[src/rtl/dma2d_pkg.sv]
package dma2d_pkg;
  parameter int CNT_W = 16;
  parameter int IDX_W = 16;

  typedef enum logic [1:0] {
    ST_IDLE  = 2'd0,
    ST_ARMED = 2'd1,
    ST_RUN   = 2'd2
  } chan_state_e;

  typedef struct packed {
    logic [CNT_W-1:0] acnt;
    logic [CNT_W-1:0] bcnt;
    logic [IDX_W-1:0] sidx;
    logic [IDX_W-1:0] didx;
    logic             ab_mode;
  } chan_cfg_t;
endpackage

[src/rtl/dma2d_cfg_regs.sv]
module dma2d_cfg_regs
  import dma2d_pkg::*;
(
  input  logic      clk,
  input  logic      rst_n,
  input  logic      capture,
  input  chan_cfg_t cfg_in,
  output chan_cfg_t cfg_q
);
  chan_cfg_t cfg_d;

  always_comb begin
    cfg_d = cfg_q;
    if (capture) cfg_d = cfg_in;
  end

  always_ff @(posedge clk or negedge rst_n) begin
    if (!rst_n) cfg_q <= '0;
    else        cfg_q <= cfg_d;
  end
endmodule

[src/rtl/dma2d_fsm.sv]
module dma2d_fsm
  import dma2d_pkg::*;
(
  input  logic        clk,
  input  logic        rst_n,
  input  logic        cfg_load,
  input  logic        cfg_ok,
  input  logic        sync_evt,
  input  logic        ab_mode,
  input  logic        end_arr,
  input  logic        last_arr,
  output chan_state_e state,
  output logic        capture,
  output logic        step,
  output logic        done
);
  chan_state_e state_d;
  logic        done_d;

  always_comb begin
    state_d = state;
    capture = 1'b0;
    step    = 1'b0;
    done_d  = 1'b0;
    unique case (state)
      ST_IDLE: begin
        if (cfg_load && cfg_ok) begin
          capture = 1'b1;
          state_d = ST_ARMED;
        end
      end
      ST_ARMED: begin
        if (sync_evt) state_d = ST_RUN;
      end
      ST_RUN: begin
        step = 1'b1;
        if (end_arr) begin
          if (last_arr) begin
            state_d = ST_IDLE;
            done_d  = 1'b1;
          end else if (!ab_mode) begin
            state_d = ST_ARMED;
          end
        end
      end
      default: state_d = ST_IDLE;
    endcase
  end

  always_ff @(posedge clk or negedge rst_n) begin
    if (!rst_n) begin
      state <= ST_IDLE;
      done  <= 1'b0;
    end else begin
      state <= state_d;
      done  <= done_d;
    end
  end
endmodule

[src/rtl/dma2d_addr_walk.sv]
module dma2d_addr_walk
  import dma2d_pkg::*;
#(
  parameter int ADDR_W   = 32,
  parameter int MAX_BEAT = 8,
  localparam int LEN_W   = $clog2(MAX_BEAT + 1)
) (
  input  logic              clk,
  input  logic              rst_n,
  input  logic              start,
  input  logic [ADDR_W-1:0] start_src,
  input  logic [ADDR_W-1:0] start_dst,
  input  logic              step,
  input  logic [CNT_W-1:0]  acnt,
  input  logic [CNT_W-1:0]  bcnt,
  input  logic [IDX_W-1:0]  sidx,
  input  logic [IDX_W-1:0]  didx,
  output logic [ADDR_W-1:0] beat_src,
  output logic [ADDR_W-1:0] beat_dst,
  output logic [LEN_W-1:0]  beat_len,
  output logic              end_arr,
  output logic              last_arr
);
  localparam logic [CNT_W-1:0] MAX_C = CNT_W'(MAX_BEAT);

  logic [ADDR_W-1:0] arr_src_q, arr_src_d;
  logic [ADDR_W-1:0] arr_dst_q, arr_dst_d;
  logic [CNT_W-1:0]  off_q, off_d;
  logic [CNT_W-1:0]  bidx_q, bidx_d;
  logic [CNT_W-1:0]  remain;
  logic [ADDR_W-1:0] sstride, dstride;

  assign sstride = {{(ADDR_W-IDX_W){sidx[IDX_W-1]}}, sidx};
  assign dstride = {{(ADDR_W-IDX_W){didx[IDX_W-1]}}, didx};

  assign remain   = acnt - off_q;
  assign end_arr  = (remain <= MAX_C);
  assign last_arr = (bidx_q == bcnt - 1'b1);
  assign beat_len = end_arr ? remain[LEN_W-1:0] : LEN_W'(MAX_BEAT);
  assign beat_src = arr_src_q + ADDR_W'(off_q);
  assign beat_dst = arr_dst_q + ADDR_W'(off_q);

  always_comb begin
    arr_src_d = arr_src_q;
    arr_dst_d = arr_dst_q;
    off_d     = off_q;
    bidx_d    = bidx_q;
    if (start) begin
      arr_src_d = start_src;
      arr_dst_d = start_dst;
      off_d     = '0;
      bidx_d    = '0;
    end else if (step) begin
      if (end_arr) begin
        off_d     = '0;
        bidx_d    = bidx_q + 1'b1;
        arr_src_d = arr_src_q + sstride;
        arr_dst_d = arr_dst_q + dstride;
      end else begin
        off_d = off_q + CNT_W'(beat_len);
      end
    end
  end

  always_ff @(posedge clk or negedge rst_n) begin
    if (!rst_n) begin
      arr_src_q <= '0;
      arr_dst_q <= '0;
      off_q     <= '0;
      bidx_q    <= '0;
    end else begin
      arr_src_q <= arr_src_d;
      arr_dst_q <= arr_dst_d;
      off_q     <= off_d;
      bidx_q    <= bidx_d;
    end
  end
endmodule

[src/rtl/dma2d_addr_seq.sv]
module dma2d_addr_seq
  import dma2d_pkg::*;
#(
  parameter int ADDR_W   = 32,
  parameter int MAX_BEAT = 8,
  localparam int LEN_W   = $clog2(MAX_BEAT + 1)
) (
  input  logic              clk,
  input  logic              rst_n,
  input  logic              cfg_load,
  input  logic [ADDR_W-1:0] cfg_src,
  input  logic [ADDR_W-1:0] cfg_dst,
  input  logic [15:0]       cfg_acnt,
  input  logic [15:0]       cfg_bcnt,
  input  logic [15:0]       cfg_sidx,
  input  logic [15:0]       cfg_didx,
  input  logic              cfg_ab_sync,
  input  logic              sync_evt,
  output logic              beat_valid,
  output logic [ADDR_W-1:0] beat_src,
  output logic [ADDR_W-1:0] beat_dst,
  output logic [LEN_W-1:0]  beat_len,
  output logic              done
);
  logic [1:0]  rst_sync_q;
  logic        rst_q_n;
  chan_cfg_t   cfg_in, cfg_q;
  chan_state_e state;
  logic        capture, step, end_arr, last_arr, cfg_ok;

  always_ff @(posedge clk or negedge rst_n) begin
    if (!rst_n) rst_sync_q <= 2'b00;
    else        rst_sync_q <= {rst_sync_q[0], 1'b1};
  end
  assign rst_q_n = rst_sync_q[1];

  assign cfg_in = '{acnt: cfg_acnt, bcnt: cfg_bcnt, sidx: cfg_sidx,
                    didx: cfg_didx, ab_mode: cfg_ab_sync};
  assign cfg_ok = (cfg_acnt != '0) && (cfg_bcnt != '0);

  dma2d_cfg_regs u_cfg (
    .clk(clk), .rst_n(rst_q_n), .capture(capture),
    .cfg_in(cfg_in), .cfg_q(cfg_q)
  );

  dma2d_fsm u_fsm (
    .clk(clk), .rst_n(rst_q_n), .cfg_load(cfg_load), .cfg_ok(cfg_ok),
    .sync_evt(sync_evt), .ab_mode(cfg_q.ab_mode), .end_arr(end_arr),
    .last_arr(last_arr), .state(state), .capture(capture), .step(step),
    .done(done)
  );

  dma2d_addr_walk #(.ADDR_W(ADDR_W), .MAX_BEAT(MAX_BEAT)) u_walk (
    .clk(clk), .rst_n(rst_q_n), .start(capture),
    .start_src(cfg_src), .start_dst(cfg_dst), .step(step),
    .acnt(cfg_q.acnt), .bcnt(cfg_q.bcnt), .sidx(cfg_q.sidx),
    .didx(cfg_q.didx), .beat_src(beat_src), .beat_dst(beat_dst),
    .beat_len(beat_len), .end_arr(end_arr), .last_arr(last_arr)
  );

  assign beat_valid = (state == ST_RUN);
endmodule

[config.mk]
export PLATFORM = sky130hd
export DESIGN_NAME = dma2d_addr_seq
export DESIGN_NICKNAME = d
export VERILOG_FILES = /design/src/rtl/dma2d_pkg.sv /design/src/rtl/dma2d_cfg_regs.sv /design/src/rtl/dma2d_fsm.sv /design/src/rtl/dma2d_addr_walk.sv /design/src/rtl/dma2d_addr_seq.sv
export SDC_FILE = /design/constraint.sdc
export NUM_CORES = 1
export LEC_CHECK = 0
export ABC_CLOCK_PERIOD_IN_PS = 6900
export CAP_MARGIN = 20
export CORE_MARGIN = 5
export CORE_UTILIZATION = 56
export CTS_CLUSTER_DIAMETER = 200
export DETAILED_ROUTE_END_ITERATION = 10
export PLACE_DENSITY = 0.82
export SLEW_MARGIN = 30
export SYNTH_ARGS = -nofsm -noshare
export SYNTH_HDL_FRONTEND = slang
export SYNTH_SLANG_ARGS = --single-unit
[constraint.sdc]
create_clock -name clk -period 6.9 [get_ports clk]
set_input_delay 1.38 -clock clk [delete_from_list [all_inputs] [get_ports clk]]
set_output_delay 1.38 -clock clk [all_outputs]
set_load 0.005 [all_outputs]
# Yosys cells after proc, flatten, opt, wreduce, memory -nomap -nowiden
# Index checks and enable logic that the tools add are counted.
[totals] ff_bits=166 out_inout_bits=70
[classes] n_addsub=8 magnitude_cmp=1 eq_ne=7 muxes=25 reduce_logical=9
[op_table] cell="$mux 32" count=6
[op_table] cell="$mux 16" count=6
[op_table] cell="$add 32x16->32" count=2
[op_table] cell="$add 32x32->32" count=2
[op_table] cell="$reduce_bool 16->1" count=2
[op_table] cell="$add 16x1->16 const B" count=1
[op_table] cell="$add 16x4->16" count=1
[op_table] cell="$eq 16x16->1" count=1
[op_table] cell="$le 16x4->1 const B" count=1
[op_table] cell="$sub 16x1->16 const B" count=1
[op_table] cell="$sub 16x16->16" count=1
[op_table] cell="$mux 2" count=5
[op_table] cell="$mux 1" count=6
[op_table] cell="$pmux 2 s3" count=1
[op_table] cell="$mux 4" count=1
[op_table] cell="$ne 2x1->1 const B" count=2
[op_table] cell="$reduce_and 4->1" count=1
[op_table] cell="$reduce_bool 2->1" count=2
[op_table] cell="$ne 3x3->1 const B" count=1
[op_table] cell="$eq 2x1->1 const B" count=1
[op_table] cell="$eq 2x2->1 const B" count=1
[op_table] cell="$logic_and 1x1->1" count=2
[op_table] cell="$logic_not 2->1" count=1
[op_table] cell="$ne 2x2->1 const B" count=1
[op_table] cell="$reduce_and 2->1" count=1

# Logic depth before layout (Yosys ltp)
# Gate-level depths: netlist of the first run.
[logic_depth] ltp_word=7 mapped_depth=22

# By module
# Synthesis of the first run repeated with hierarchy kept, for this count alone.
[unflattened] hier_cells=1645 hier_area_um2=14352.5
[by_module_without_submodules] mod="dma2d_addr_walk" instances=1 cells_per_inst=1478 area_each_um2=11448.5 seq_area_each_um2=2402.3
[by_module_without_submodules] mod="dma2d_cfg_regs" instances=1 cells_per_inst=137 area_each_um2=2618.8 seq_area_each_um2=1626.6
[by_module_without_submodules] mod="dma2d_fsm" instances=1 cells_per_inst=15 area_each_um2=150.1 seq_area_each_um2=75.1
[by_module_without_submodules] mod="dma2d_addr_seq" instances=1 cells_per_inst=15 area_each_um2=135.1 seq_area_each_um2=50.0

# Worst setup path before layout of the first run
# OpenSTA, ideal clock, no wires.
[synth_path] kind="register to register" from="register u_walk.off_q[0]" to="register u_walk.off_q[12]" setup_time_ns=0.121 arrival_ns=4.645 slack_ns=2.134 stages_incl_launch_ff=21 path_buffers=1 path_cell_list="dfrtp_1 ha_1 fa_1 nand2b_1 a21oi_1 a31oi_1 o221a_2 xnor2_1 or4_1 nor4_2 buf_2 nand2_1 a21o_1 ha_1 and2_1 a221oi_1 nor4_1 and3_1 nand3_1 xnor2_1 a22o_1"
[synth_via] elab_chain_len=7
[synth_lines] item="start, declared" line_no="dma2d_addr_walk.sv:28" text="logic [CNT_W-1:0] off_q, off_d;"
[synth_lines] item="start signal, assigned" line_no="dma2d_addr_walk.sv:69" text="off_q <= '0;"
[synth_lines] item="start signal, assigned" line_no="dma2d_addr_walk.sv:74" text="off_q <= off_d;"
[synth_lines] item="$sub 16x16->16 *" line_no="dma2d_addr_walk.sv:36" text="assign remain = acnt - off_q;"
[synth_lines] item="$le 16x4->1" line_no="dma2d_addr_walk.sv:37" text="assign end_arr = (remain <= MAX_C);"
[synth_lines] item="$mux 4 *" line_no="dma2d_addr_walk.sv:39" text="assign beat_len = end_arr ? remain[LEN_W-1:0] : LEN_W'(MAX_BEAT);"
[synth_lines] item="named net beat_len[3]" line_no="dma2d_addr_seq.sv:22" text="output logic [LEN_W-1:0] beat_len,"
[synth_lines] item="$add 16x4->16 *" line_no="dma2d_addr_walk.sv:60" text="off_d = off_q + CNT_W'(beat_len);"
[synth_lines] item="$mux 16 *" line_no="dma2d_addr_walk.sv:54" text="if (end_arr) begin"
[synth_lines] item="$mux 16 *" line_no="dma2d_addr_walk.sv:53" text="end else if (step) begin"
[synth_lines] item="$mux 16 *" line_no="dma2d_addr_walk.sv:48" text="if (start) begin"
# Mark *: on every way through the listed nets, which the timed path passes. The rest lies on a longest branch. The select of a mux whose other input is x is not followed.
# A chain may end at the register's enable or synchronous reset.

# Worst setup path in the final report of the first run
[layout_path] from="register u_walk.off_q[0]" to="output port beat_len[1]"
[layout_via] elab_chain_len=3
[layout_lines] item="$sub 16x16->16 *" line_no="dma2d_addr_walk.sv:36"
[layout_lines] item="$le 16x4->1" line_no="dma2d_addr_walk.sv:37"
[layout_lines] item="$mux 4 *" line_no="dma2d_addr_walk.sv:39"
[layout_lines] item="end, declared" line_no="dma2d_addr_seq.sv:22"
# Mark *: on every way between the ends. The rest lies on a longest branch, timed or not.

==> results.md, run 1 <==
* Outcome: finished clean
* TritonCTS Buffers at 17
* H-tree Lvls at 4
* Max FO, Critical Path at 11
* R2R setup slack at 1410 ps
* Routability cong. at about 0.92
* IO Count at between 200 and 250
* Max incr delay on CP at 580 ps
* Post-CTS sizing at 0
* Met3 Usage GRT at 4.39%
* Post-Synth Adder-Cell Area at between 10% and 20%
* Area Growth Syn to Fin at 21.7%
* Gr ovfl total at 0
* Maximum VDD drop at 288 uV
* GRT met2 Usage at 49.1%
* Top-area cell type share of the netlist area at a little under a third
* Unrepaired setup endpoints after global routing: false
* Reg clk slew, reported paths at 70 ps
* Arrival time worst endpoint at 4630 ps
* ANT nets after route at 0
* Fin. Hold Viols at 0
* Synth area leader: dfrtp_1
* Setup TNS at 0 ps
* Largest net degree at the start of global routing at 80
* Via/cell ratio at about 6
* Final WL at roughly 40 mm
* Compound-cell area share of the yosys netlist at 21.2%
* Reg-to-Reg End: u_walk.off_q[14]
* Final setup viols at 0
* Vias in the first global route at 12700
* First-pass GRT wire length at about 64 mm
* Crit Reg-Reg Startpoint: u_walk.off_q[0]
* Top cells by count, synth: 292 x nand2_1, 166 x dfrtp_1, 121 x a21oi_1, 115 x ha_1, 114 x nor2_1
* Post-DP HPWL at 30.0 mm
* Main combinational cell family by area after synthesis: simple AND/OR/NAND/NOR gates
* CP max stage cell: clkdlybuf4s50_1
* Sink Count at between 150 and 200
* Fmax achieved at 0.166 GHz
* CTS tree: done
* Pwr Total at 8.45 mW
* GRT busiest layer: met2
* # hold bufs at CTS at 0
* Row cnt at 56
* Crit-path cells: ha_1 > fa_1 > nand2b_1 > a21oi_1 > a31oi_1 > o221a_2 > xnor2_1 > or4_1 > nor4_2 > buf_4 > nand2_1 > nor2_1 > clkdlybuf4s50_1
* Vias at 13000
* Sequential share of the synthesized area at 30.9%
* Post-synthesis xor/xnor area fraction at under 10%
* Synth Register Bits at around 170
* Top cells by area, synth: dfrtp_1 31%, ha_1 11%, nand2_1 8.2%, xnor2_1 6.0%, a21oi_1 4.5%
* Total GRT Usage at 29.2%
* Most frequent cell after synthesis: nand2_1
* Die width at 165 um
* DR WL/cell at 18.4 um
* Number of cells on the worst reg-to-reg path at 21
* Placeable Area at 23500 um2
* DRC viols at 0
* Clk Latency, worst-skew pair at between 400 and 500 ps
* Max-cap violations at 0
* Pleak at 7.33 nW
* GR Util met1 at 39.1%
* Area after DPL at 15800 um2
* Die Y at between 150 and 200 um
* Clock Skew at 14.6 ps
* Cells after synthesis at 1661
* CTS Buffer Depth at 2
* Syn avg cell area at 8.09 um2
* Detailed Routing Iterations Pass 1 at 5
* Final period util at 87.1%
* Cell Pwr Density at 517 nW/um2
* Synth warn at 0
* # nets final at 2097
* Antenna violations before repair at 1
* Final design utilization at 69.5%
* Post-Syn Area at 13400 um2
* Worst Path Required at 5520 ps
* EDFF count, synth at 0
* Ys flop type: dfrtp_1
* Hold Path Class: reg2async
* Worst slew pin tran at 912 ps
* Hold Slack at 360 ps
* Crit Path Category: reg2out
* Syn Nets at 1915
* I/O Buffers at 202
* Setup bufs post-CTS at 0
* Die Area at 27200 um2
* Slew Limit Headroom at 39.2%
* Fin area at around 16000 um2
* Post-layout min period at between 6000 and 7000 ps
* Simple logic cell fraction of the synthesized area at 22.1%
* Netlist cell types at between 70 and 80
* Post-synth ARST share at 100%
* Starting DRC count in detailed routing at 960
* Initial core utilization at between 50% and 60%
* Clock Tree Root: clkbuf_16
* Worst Setup End Kind: output pin
* Layout cell share with drive strength beyond 1 at 4.26%
* Slew Limit Fails at 0
* Startpoint types: register
* Post-synthesis mux area share at 0.903%
## cells by family after synthesis
group	Yosys count
other	1
adders and majority gates	121
and+or+nand+nor	643
muxes	12
xor gates and xnor gates	140
buffers and inverters	143
DFF	166
AOI/OAI and AO/OA	435
## worst max path at each step
stage | startpoint | to
2_1_floorplan | rst_sync_q[1] | u_cfg.cfg_q[0]
3_3_place_gp | u_walk.off_q[1] | beat_dst[18]
3_5_place_dp | u_walk.off_q[1] | beat_src[30]
4_1_cts | u_walk.off_q[1] | beat_src[30]
5_1_grt | u_walk.off_q[1] | beat_dst[18]
6_report | u_walk.off_q[0] | beat_len[1]
## stage by stage
step | setup slack [ps] | cells
CTS | 856 | 2175
finish | 889 | 2176
floorplan | 1930 | 1661
global route | 516 | 2176
global placement | 1430 | 2143
detailed placement | 1340 | 2143
## sequential cells by signal, summed over array words and instances, names as in the netlist
signal            flops
u_walk.arr_src_q     32
u_fsm.done            1
rst_sync_q            2
u_walk.off_q         16
u_walk.bidx_q        16
u_cfg.cfg_q          65
u_fsm.state           2
u_walk.arr_dst_q     32
## per-layer routing
| metal | share of wire, % | wire, um |
|---|---|---|
| met5 | 0 | 0 |
| met2 | 48 | 19200 |
| met1 | 44 | 17500 |
| met3 | 6.1 | 2460 |
| met4 | 2.6 | 1060 |
## where the power goes
part | switching [mW] | internal (mW)
logic | 3.06 | 2.61
clock network | 0.458 | 0.508
registers | 0.458 | 1.35
total | 3.98 | 4.48
## cell usage in the layout, fill, tap and decap left out, types with 16 or more instances in the layout
| cell | netlist | layout |
|---|---|---|
| nor2_1 | 114 | 113 |
| clkbuf_16 | 0 | 17 |
| nand2_1 | 292 | 292 |
| clkdlybuf4s50_1 | 0 | 202 |
| xnor2_1 | 92 | 92 |
| o21ai_0 | 93 | 93 |
| nand3_1 | 48 | 46 |
| dfrtp_1 | 166 | 165 |
| o22ai_1 | 27 | 27 |
| a21oi_1 | 121 | 120 |
| nor4_1 | 16 | 16 |
| a21o_1 | 36 | 36 |
| nand2b_1 | 27 | 27 |
| ha_1 | 115 | 115 |
| a31oi_1 | 17 | 17 |
| nor2b_1 | 24 | 24 |
| and3_1 | 22 | 21 |
| xor2_1 | 48 | 48 |
| nand4_1 | 20 | 20 |
| inv_1 | 94 | 94 |
| nor3_1 | 27 | 27 |
## worst max-delay path: cells and delay by family, from the launching register on
family,cells,cell delay [ps]
AOI/OAI and AO/OA,3,690
and+or+nand+nor,5,1480
adders and majority gates,2,640
xor gates and xnor gates,1,120
DFF,1,450
buffers and inverters,2,810
## cell type report
type / instances / area, um2
repair buffers: 212 / 2100
well taps: 319 / 399
clock inverters: 14 / 141
clock buffers: 18 / 429
fillers: 1923 / 7190
multi-input cells: 1352 / 8770
diodes: 1 / 2.50
inverters: 94 / 353
flip-flops and latches: 166 / 4160
Power figures use the tool's default switching activity.
==> run 2, diff against run 1 <==
ABC_CLOCK_PERIOD_IN_PS = not set   (was 6900)
MAX_ROUTING_LAYER = met4   (was not set)
==> run 2 against run 1 <==
  * Via count up 0.70%
  * Register-to-register slack got worse by 80 ps
  * Final cell count hardly changed
  * Clock skew grew 11 ps
  * Die area stayed put
  * Combinational power rose by 0.7%
  * Worst hold slack got worse by 110 ps
  * Non-clock buffer count is the same
  * Critical endpoint unchanged
  * Highest routed layer unchanged
==> results.md, run 2 (synthesized netlist as in run 1, its figures left out) <==
* Final design utilization at 69.7%
* Crit Path Category: reg2out
* TritonCTS Buffers at 17
* Hold Path Class: reg2async
* Post-DP HPWL at 29.9 mm
* Detailed Routing Iterations Pass 1 at 6
* Setup TNS at 0 ps
* Die Y at 165 um
* Placeable Area at 23500 um2
* Post-layout min period at 6020 ps
* Hold Slack at about 250 ps
* I/O Buffers at 202
* Cell Pwr Density at 518 nW/um2
* DR WL met2 at 19.3 mm
* Reg clk slew, reported paths at roughly 80 ps
* # hold bufs at CTS at 0
* Gr ovfl total at 0
* Final period util at 87.3%
* Outcome: finished clean
* Die Area at 27200 um2
* Commonest cells after routing, fill and taps aside: 292 x nand2_1, 202 x clkdlybuf4s50_1, 165 x dfrtp_1
* Sequential power share at 21.3%
* Clock Power Share at 11.4%
* Fin. Hold Viols at 0
* Finished Layout Cells at 2177
* Slew Limit Fails at 0
* First-pass GRT wire length at roughly 65 mm
* Pleak at roughly 7.3 nW
* Net switching power at 4.00 mW
* Final WL at 40.2 mm
* Arrival time worst endpoint at 4640 ps
* Startpoint types: register
* ANT nets after route at 0
* Maximum VDD drop at 321 uV
* Biggest register: u_cfg.cfg_q
* Antenna violations before repair at 1
* Switching Fraction at 47.1%
* DRC viols at 0
* Clock Skew at 25.4 ps
* Sink Count at 166
* Post-CTS sizing at 0
* DR WL/cell at 18.5 um
* Area Growth Syn to Fin at 22.1%
* Max-cap violations at 0
* Worst slew pin tran at 885 ps
* Worst Path Required at 5520 ps
* DRT met1 WL at 17.8 mm
* IO Count at 203
* Max FO, Critical Path at 11
* Largest register FFs at 65
* Crit Reg-Reg Startpoint: u_walk.off_q[0]
* CTS tree: done
* Initial core utilization at 57.1%
* Comb power frac at 67.2%
* Biggest regs: u_cfg.cfg_q: 65 flops, u_walk.arr_dst_q: 32 flops, u_walk.arr_src_q: 32 flops
* Starting DRC count in detailed routing at 1053
* Placed cell count at 2142
* Vias in the first global route at between 10000 and 15000
* Layout cell share with drive strength beyond 1 at 4.26%
* Top sig layer: met4
* Fin area at 16400 um2
* Clk Latency, worst-skew pair at 450 ps
* Clock Tree Root: clkbuf_16
* Vias at ~13000
* CTS Buffer Depth at 2
* Final setup viols at 0
* Die width at 165 um
* Fmax achieved at 0.166 GHz
* Row cnt at 56
* Routed wl met3 at 2.35 mm
* Area after DPL at roughly 16000 um2
* P_int at 4.50 mW
* Slew Limit Headroom at 41.0%
* Total GRT Usage at 30.4%
* Commonest non-fill, non-tap cell in the layout: nand2_1
* Via/cell ratio at 6.01
* Routability cong. at roughly 0.92
* CP Launch Point: u_walk.off_q[0]
* Largest net degree at the start of global routing at 134
* # nets final at between 2000 and 2500
* Worst Setup End Kind: output pin
* H-tree Lvls at 4
* Unrepaired setup endpoints after global routing: false
* Setup bufs post-CTS at 0
[run 2: cell types whose count changed in the layout (fill, tap and decap cells not counted), sizes merged]
cell | previous run | this run
clkbuf | 18 | 20
clkinv | 4 | 3
diode | 1 | 2
inv | 100 | 99
[run 2: path summary, 6_finish.rpt]
check | cells after the start | end | slack, ps
max | 13 | beat_len[1] | 880
min | 0 | u_cfg.cfg_q[17] | 250
max reg2reg | 20 | u_walk.off_q[12] | 1330
min reg2reg | 0 | u_cfg.cfg_q[17] | 250
max in group asynchronous | 2 | u_cfg.cfg_q[10] | 5230
min in group clk | 0 | rst_sync_q[1] | 360
[run 2: power groups by stage]
stage | clock network (mW) | registers (mW) | logic [mW]
floorplan | 0 | 1.65 | 4.08
global placement | 0 | 1.80 | 5.47
detailed placement | 0 | 1.81 | 5.60
CTS | 0.975 | 1.80 | 5.65
global route | 1.01 | 1.86 | 6.34
finish | 0.971 | 1.81 | 5.71
[run 2: critical path: stages (launching register included)]
cell	delay, ps
dfrtp_1	470
ha_1	250
fa_1	400
nand2b_1	160
a21oi_1	200
a31oi_1	180
o221a_2	290
xnor2_1	120
or4_1	560
nor4_2	160
buf_4	240
nand2_1	240
nor2_1	350
clkdlybuf4s50_1	580
[run 2: cell type report]
class | instances | area, um2
multi-input cells | 1352 | 8780
diodes | 2 | 5.00
flip-flops and latches | 166 | 4160
repair buffers | 212 | 2130
inverters | 94 | 353
fillers | 1932 | 7140
well taps | 319 | 399
clock buffers | 20 | 457
clock inverters | 12 | 119
[run 2: routing by layer]
layer,track usage [%],vias up
li1,-,6293
met1,40.7,6263
met2,48.5,473
met3,3.84,54
met4,9.38,0
met5,-,-
[run 2: stage by stage]
step                setup slack (ps)  power, mW
floorplan                       1930       5.74
global placement                1500       7.28
detailed placement              1380       7.41
CTS                              900       8.43
global route                     508       9.21
finish                           877       8.50
